**config.mk**
```make
export PLATFORM = sky130hd
export DESIGN_NAME = irq_status_unit
export DESIGN_NICKNAME = d
export VERILOG_FILES = /design/src/rtl/irq_status_unit.sv
export SDC_FILE = /design/constraint.sdc
export NUM_CORES = 1
export LEC_CHECK = 0
export BUFFER_PORTS_ARGS = -buffer_cell sky130_fd_sc_hd__buf_2
export CAP_MARGIN = 40
export CORE_MARGIN = 1.5
export CORE_UTILIZATION = 35
export CTS_CLUSTER_DIAMETER = 100
export DETAILED_ROUTE_END_ITERATION = 7
export GPL_TIMING_DRIVEN = 1
export PLACE_DENSITY = 0.74
export SKIP_CTS_REPAIR_TIMING = 1
export SYNTH_ARGS = -nofsm -noshare
export SYNTH_HDL_FRONTEND = slang
export SYNTH_SLANG_ARGS = --single-unit
```
**constraint.sdc**
```tcl
create_clock -name clk -period 1.17 [get_ports clk]
set_clock_uncertainty 0.1 [all_clocks]
set_input_delay 0.0585 -clock clk [delete_from_list [all_inputs] [get_ports clk]]
set_output_delay 0.0585 -clock clk [all_outputs]
set_load 0.03 [all_outputs]
```
**src/rtl/irq_status_unit.sv**
```systemverilog
module irq_status_unit #(
  parameter int          LVL_W    = 7,
  parameter logic [31:0] EVT_MAP  = 32'h131F_0000,
  parameter logic [31:0] CLR_MAP  = 32'h131F_007F,
  parameter int          RSV_N    = 3
) (
  input  logic        clk,
  input  logic        rst_n,
  input  logic        wr_en,
  input  logic [1:0]  addr,
  input  logic [31:0] wdata,
  output logic [31:0] rdata,
  input  logic [LVL_W-1:0] fifo_lvl,
  input  logic [31:0] evt_set,
  output logic        irq
);
  localparam logic [31:0] KEEP = {{RSV_N{1'b0}}, {(32-RSV_N){1'b1}}};
  localparam logic [31:0] EVT_OK = EVT_MAP & KEEP;
  localparam logic [1:0] A_MASK = 2'd0, A_RAW = 2'd1, A_MSK = 2'd2, A_CLR = 2'd3;

  logic [31:0] evt_q, mask_q, raw, masked, clr_vec, set_vec;

  assign set_vec = evt_set & EVT_OK;
  assign clr_vec = (wr_en && addr == A_CLR) ? (wdata & CLR_MAP & EVT_OK) : 32'd0;
  assign raw     = (evt_q | 32'(fifo_lvl)) & KEEP;
  assign masked  = raw & mask_q;

  always_ff @(posedge clk) begin
    if (!rst_n) begin
      evt_q  <= '0;
      mask_q <= '0;
      irq    <= 1'b0;
    end else begin
      evt_q <= (evt_q & ~clr_vec) | set_vec;
      if (wr_en && addr == A_MASK) mask_q <= wdata & KEEP;
      irq <= |masked;
    end
  end

  always_comb begin
    case (addr)
      A_MASK:  rdata = mask_q;
      A_RAW:   rdata = raw;
      A_MSK:   rdata = masked;
      default: rdata = 32'd0;
    endcase
  end


  set_wins_chk: assert property (@(posedge clk) disable iff (!rst_n)
    (set_vec != 0) |=> ((evt_q & $past(set_vec)) == $past(set_vec)));


  sticky_chk: assert property (@(posedge clk) disable iff (!rst_n)
    !(wr_en && addr == A_CLR) |=> ((evt_q & $past(evt_q)) == $past(evt_q)));


  no_stray_chk: assert property (@(posedge clk) disable iff (!rst_n)
    (evt_q & ~EVT_OK) == 32'd0);


  irq_follow_chk: assert property (@(posedge clk) disable iff (!rst_n)
    1'b1 |=> (irq == $past(|masked)));


  rsv_zero_chk: assert property (@(posedge clk) disable iff (!rst_n)
    (raw[31:29] == 3'd0) && (mask_q[31:29] == 3'd0));
endmodule

```
# == Word-level counts from Yosys, hierarchy flattened ==
# Cells that the tools add are included.
# totals
output_inout_bits,33
register_bits,62
ramBits,0
input_bits,76
elab_cells,17
mem_bits_ro,0
latchBits,0
mem_count,0
# op_classes
eq_ne,3
shift,0
magnitude_cmp,0
div_mod_pow,0
add_sub_neg,0
bitwise,5
n_reduce_logical,4
n_mux,2
mul,0
# ops
op,count
case mux 29 bit (3 select lines),1
AND 32 bit,1
NOT 29 -> 32 bit,1
bitwise OR 32 x 29 -> 32 bit,1
OR reduction 32 bit,1
AND 29 bit,1
2-to-1 mux 29 bit,1
bitwise OR 29 x 7 -> 29 bit,1
"== test 2 bit, second input constant",2
"== test 2 x 1 -> 1 bit, second input constant",1
logical AND 1 bit,2
zero test 2 bit,1

# == Depth between registers and ports, before layout ==
# Gate-level depths: netlist of the first run.
# logic_depth
depth_word,6
mapped_depth,6
depth_no_buf,3

# == Worst setup path after synthesis of the first run ==
# Ideal clock, no wire load.
# synth_timing
path_kind,register -> register
start,reg evt_q[20]
end,reg irq
setup_time_ns,0.115
path_stages_with_launch,4
required_time_ns,0.955
path_buffers,0
t_arrival_ns,0.867
path_slack_ns,0.088
period_less_slack_ns,1.082
path_cell_list,dfxtp_1 > a222oi_1 > nand3_1 > o21a_1
# synth_between
elab_chain_len,3
# synth_lines
element,line_no,source
"start, declared",21,"logic [31:0] evt_q, mask_q, raw, masked, clr_vec, set_vec;"
"start signal, assigned",34,evt_q <= (evt_q & ~clr_vec) | set_vec;
bitwise OR 29 x 7 -> 29 bit,25,assign raw = (evt_q | 32'(fifo_lvl)) & KEEP;
AND 29 bit,26,assign masked = raw & mask_q;
OR reduction 32 bit,36,irq <= |masked;
"end signal, assigned",36,
"end, declared",15,output logic irq
# Every way passes these cells.
# A chain may end at the register's enable or synchronous reset.

# == Worst setup path after layout of the first run ==
# layout_timing
start,reg evt_q[25]
end,out rdata[25]
# layout_between
elab_chain_len,3
# layout_lines
element,line_no,source
bitwise OR 29 x 7 -> 29 bit *,25,
AND 29 bit,26,
case mux 29 bit (3 select lines) *,41,case (addr)
"end, declared",12,"output logic [31:0] rdata,"
# Mark *: on every way between the ends. The rest lies on a longest branch, timed or not.

==> results of run 1 <==
-- worst max-delay path: cells and delay by family, from the launching register on --
kind	cells	cell delay, ns
DFF	1	0.34
buffers and inverters	1	0.14
and+or+nand+nor	1	0.14
AOI/OAI and AO/OA	1	0.28
-- flip-flops by register name, indices dropped and copies added, names as in the netlist --
name	count
evt_q	8
irq	1
mask_q	29
-- layer usage --
metal	vias up	GRT usage [%]	wire length (um)
li1	1008	-	-
met1	963	21.1	2660
met2	50	31.4	2890
met3	11	4.67	221
met4	0	5.00	121
met5	-	0	0
-- power groups by stage --
stage,clock (uW),sequential [uW],combinational (uW)
2_1_floorplan,0,1410,294
3_3_place_gp,0,1410,486
3_5_place_dp,0,1420,494
4_1_cts,1120,1390,496
5_1_grt,1160,1400,730
6_report,1090,1400,680
-- cells in the final DEF, fill, tap and decap left out, types with 9 or more instances in the layout --
| cell type | netlist | final |
|---|---|---|
| a21boi_1 | 10 | 10 |
| buf_4 | 4 | 19 |
| dfxtp_2 | 0 | 16 |
| and2_1 | 14 | 14 |
| dfxtp_1 | 38 | 22 |
| buf_2 | 5 | 62 |
| buf_6 | 4 | 15 |
| o21a_1 | 9 | 9 |
| dlygate4sd3_1 | 0 | 37 |
| a21boi_0 | 27 | 27 |
| nand2_1 | 58 | 58 |
-- cell families after synthesis --
family                 share of synthesized area, %
buffers and inverters                          6.69
and+or+nand+nor                                23.7
other                                         0.198
DFF                                            40.3
AOI/OAI and AO/OA                              29.1
-- final timing paths --
kind	start	endpoint	cells after the start
worst min register to register	mask_q[27]	mask_q[27]	2
worst max-delay path	evt_q[25]	rdata[25]	3
worst max register to register	mask_q[20]	irq	3
worst min-delay path	fifo_lvl[0]	irq	4
-- layout make-up --
cell class	instances	area, um^2	share of cell area (%)
Sequential cell	38	781	25.1
Clock inverter	1	30.0	0.965
Inverter	1	3.75	0.121
Tap cell	70	87.6	2.81
Multi-Input combinational cell	165	1090	35.1
Timing Repair Buffer	136	1040	33.4
Clock buffer	7	76.3	2.45
-- per-stage QoR --
step                      hold slack [ns]  cell area (um^2)  utilization (%)  worst slack, ns  instances
after floorplan                    0.0824              1900                -           0.0883        223
after global placement              0.169              2410             46.9          -0.0434        369
after detailed placement            0.174              2410             46.9          -0.0258        369
after CTS                          -0.128              2520             49.0           -0.212        377
after global routing               0.0815              3110             60.5           -0.197        418
final                              0.0394              3110             60.5           -0.170        418
==> metrics.md, run 1 <==
| Metric | Value |
|---|---|
| Clock Tree Buf Depth | 2 |
| Diodes inserted | 0 |
| Hold WC Path Type | input pin to register |
| Worst EP required | 1.01 ns |
| Yosys cell types | 23 |
| Max Cap Viol | 0 |
| Post-Route WL | 5.89 mm |
| YS warnings | 0 |
| Comb pwr share | 21.5% |
| Status | finished, violations left |
| # clock sinks | 38 |
| Peak supply drop | 0.725 mV |
| Unrepaired setup endpoints after global routing | yes |
| Via density | 4.86 |
| Commonest cells in the netlist | nand2_1, dfxtp_1, a21boi_0 |
| Tot Pwr | 3170 uW |
| Top achievable clock speed | 746 MHz |
| Post-DP HPWL | 3.78 mm |
| Sequential share of power | 44.1% |
| Final worst slack | -0.170 ns |
| GRT Total Usage | 17.8% |
| Seq cells post-synth | 38 |
| Largest net degree at the start of global routing | 39 |
| Leakage power | 0.00139 uW |
| 1st-iter DRT viols | 102 |
| Core Rows | 26 |
| Critical Path End Type | output port |
| Reg clk slew, reported paths | 0.08 ns |
| CP arrival | 1.18 ns |
| Port Buffers | 78 |
| NetSw | 805 uW |
| Die ar. | 5850 um^2 |
| Setup CP Type | register to output port |
| Failing checks | negative setup slack |
| Post-Route Setup TNS | -1.08 ns |
| Register area share after synthesis | 40.3% |
| Worst path max stage delay | 0.34 ns |
| EDFF count, synth | 0 |
| Antenna Nets Post-Route | 0 |
| Placer Congestion | 0.768 |
| Die X | 76.5 um |
| Synthesized area | 1890 um^2 |
| NumNets Final | 423 |
| Slowest-stage cell, CP | dfxtp_2 |
| Initial antenna violation count | 0 |
| Core area | 5140 um^2 |
| Final hold vios | 0 |
| Root buf cell | clkbuf_8 |
| Routed WL per cell | 14.1 um |
| DRC | 0 |
| Cells after Synth | 221 |
| Layout cells sized above 1 | 40.2% |
| TritonCTS clock tree | yes |
| Worst-Skew Late Latency | 0.29 ns |
| H-tree lvl count | 2 |
| Clock Power Share | 34.4% |
| Vias in the first global route | 1,756 |
| Mean post-synth cell area | 8.55 um^2 |
| Vias | 2,032 |
| Effective utilization at floorplan | 36.8% |
| Worst setup SP type | register |
| FILL cells | 495 |
| Min Clock Period, post-route | 1.34 ns |
| TritonCTS Buffers | 5 |
| Power Density | 1020 nW/um^2 |
| Most numerous cell in the Yosys netlist | nand2_1 |
| First-pass GRT wire length | 8.24 mm |
| Area Overhead vs Synth | 64.7% |
| Max-slew violations | 0 |
| First-pass iteration count of the detailed router | 5 |
| Power Internal | 2360 uW |
| Worst-path cell chain | nand2b_4 -> a32o_2 -> buf_6 |
| Area contributors post-synth | dfxtp_1, nand2_1, a21boi_0 |
| Flop-to-flop setup slack | 0.02 ns |
| Crit share post-route | 115% |
| Die H | 76.5 um |
| Switching fraction of total power | 25.4% |
| Ys async rst share | 0% |
| Synth area leader | dfxtp_1 |
| GRT overflow | 0 |
| Final Setup Violations | 8 |
| Yosys top cell area share | 40.3% |
| CP Max Fanout | 4 |
| Ports | 109 |
| Top_reg_cell synth | dfxtp_1 |
Note: power is estimated with default switching activity, not from simulation.
==> run 2: changes to the inputs <==
--- a/config.mk
+++ b/config.mk
@@ -12,6 +12,7 @@
 export CTS_CLUSTER_DIAMETER = 100
 export DETAILED_ROUTE_END_ITERATION = 7
 export GPL_TIMING_DRIVEN = 1
+export MAX_ROUTING_LAYER = met4
 export PLACE_DENSITY = 0.74
 export SKIP_CTS_REPAIR_TIMING = 1
 export SYNTH_ARGS = -nofsm -noshare
==> metrics.md, run 2 (same netlist as run 1, synthesis figures left out) <==
| Metric | Value |
|---|---|
| Status | finished, violations left |
| Failing checks | negative setup slack |
| Worst setup SP type | register |
| R2r startpoint | mask_q[20] |
| Max Cap Viol | 0 |
| 1st-iter DRT viols | 87 |
| Area Overhead vs Synth | 64.3% |
| Multi-input logic area | 1090 um^2 |
| Biggest regs | mask_q x29, evt_q x8, irq x1 |
| First-pass GRT wire length | 8.25 mm |
| Final hold vios | 0 |
| Via density | 4.94 |
| Top achievable clock speed | 748 MHz |
| Placer Congestion | 0.778 |
| Die ar. | 5850 um^2 |
| Root buf cell | clkbuf_8 |
| R2R depth | 3 |
| Worst hold start | fifo_lvl[0] |
| Reg clk slew, reported paths | 0.08 ns |
| Worst path max stage delay | 0.34 ns |
| Core area | 5140 um^2 |
| H-tree lvl count | 2 |
| FILL cells | 496 |
| Post-Route Setup TNS | -1.06 ns |
| Worst EP required | 1.01 ns |
| Crit share post-route | 114% |
| GRT overflow | 0 |
| Layout cells sized above 1 | 40.2% |
| Placed Area | 2410 um^2 |
| # clock sinks | 38 |
| Hold Path End | irq |
| Setup CP Type | register to output port |
| Cell family with most CP delay | flip-flops |
| Flop-to-flop setup slack | 0.02 ns |
| CP arrival | 1.18 ns |
| Clock Tree Buf Depth | 2 |
| Unrepaired setup endpoints after global routing | yes |
| Hold WC Path Type | input pin to register |
| Slowest-stage cell, CP | dfxtp_2 |
| NumNets Final | 423 |
| Largest net degree at the start of global routing | 39 |
| Effective utilization at floorplan | 36.8% |
| TritonCTS Buffers | 5 |
| Final Cell Area | 3100 um^2 |
| GRT Total Usage | 18.4% |
| Core Rows | 26 |
| Worst-Skew Late Latency | 0.29 ns |
| Post-DP HPWL | 3.78 mm |
| Leakage power | 0.00139 uW |
| Biggest register | mask_q |
| Power Density | 1020 nW/um^2 |
| Max-slew violations | 0 |
| Routed WL per cell | 14.1 um |
| Die H | 76.5 um |
| Hold depth | 4 |
| Max reg flops | 29 |
| Vias in the first global route | 1,761 |
| First-pass iteration count of the detailed router | 4 |
| Final worst slack | -0.167 ns |
| Die X | 76.5 um |
| Port Buffers | 78 |
| Reg-to-reg endpoint | irq |
| TritonCTS clock tree | yes |
| CP Max Fanout | 4 |
| Vias | 2,063 |
| Most frequent cells in the layout | buf_2, nand2_1, dlygate4sd3_1 |
| Ports | 109 |
| Sequential cell area | 781 um^2 |
| Initial antenna violation count | 0 |
| Min Clock Period, post-route | 1.34 ns |
| Most common cell after layout, fill and taps aside | buf_2 |
| Critical path buffers and inverters | 1 |
| Antenna Nets Post-Route | 0 |
| Post-Route WL | 5.91 mm |
| Worst-path cell chain | nand2b_4 -> a32o_2 -> buf_6 |
| Diodes inserted | 0 |
| Critical Path End Type | output port |
| Peak supply drop | 0.725 mV |
| Final Setup Violations | 8 |
| DRC | 0 |
| Tot Pwr | 3160 uW |
==> run 2: cell count changes in the layout (fill, tap and decap cells not counted), sizes merged <==
cell,change
buf,+1
clkbuf,-1
==> run 2: worst max-delay path by stage <==
stage | start | endpoint | slack, ns | cells after the start
floorplan | evt_q[20] | irq | 0.09 | 3
global placement | evt_q[20] | irq | -0.04 | 3
detailed placement | addr[1] | mask_q[22] | -0.03 | 6
CTS | evt_q[20] | rdata[20] | -0.21 | 3
global route | evt_q[25] | rdata[25] | -0.20 | 3
finish | evt_q[25] | rdata[25] | -0.17 | 3
==> run 2: per-stage QoR <==
stage	hold slack, ns	setup slack, ns	utilization, %	cells
floorplan	0.0824	0.0883	-	223
global placement	0.169	-0.0434	46.9	369
detailed placement	0.174	-0.0258	46.9	369
CTS	-0.128	-0.212	49.0	377
global route	0.0612	-0.199	60.4	418
finish	0.0430	-0.167	60.4	418
==> run 2: report_power, final <==
group	leakage (uW)	switching (uW)	internal, uW	total, uW
registers	0.000316	42.0	1360	1400
clock network	0.0000524	449	638	1090
logic	0.00102	310	367	677
==> run 2: layout make-up <==
type | count | share of cell area, %
tap | 70 | 2.82
inverter | 1 | 0.121
clock inverter | 1 | 0.967
multi-input combinational | 165 | 35.1
clock buffer | 7 | 2.46
sequential | 38 | 25.2
timing repair buffer | 136 | 33.4
==> run 2: tightest hold or removal path: stages <==
cell and delay, ns:
buf_2 0.10, a222oi_1 0.06, nand3_1 0.08, o21a_1 0.11
==> run 2: metal layers <==
metal | part of all wire, % | GRT usage (%) | routed length [um]
met3 | 4.6 | 4.67 | 272
met4 | 1.6 | 5.56 | 95
met2 | 50 | 31.4 | 2950
met1 | 44 | 21.1 | 2590
met5 | 0 | - | 0
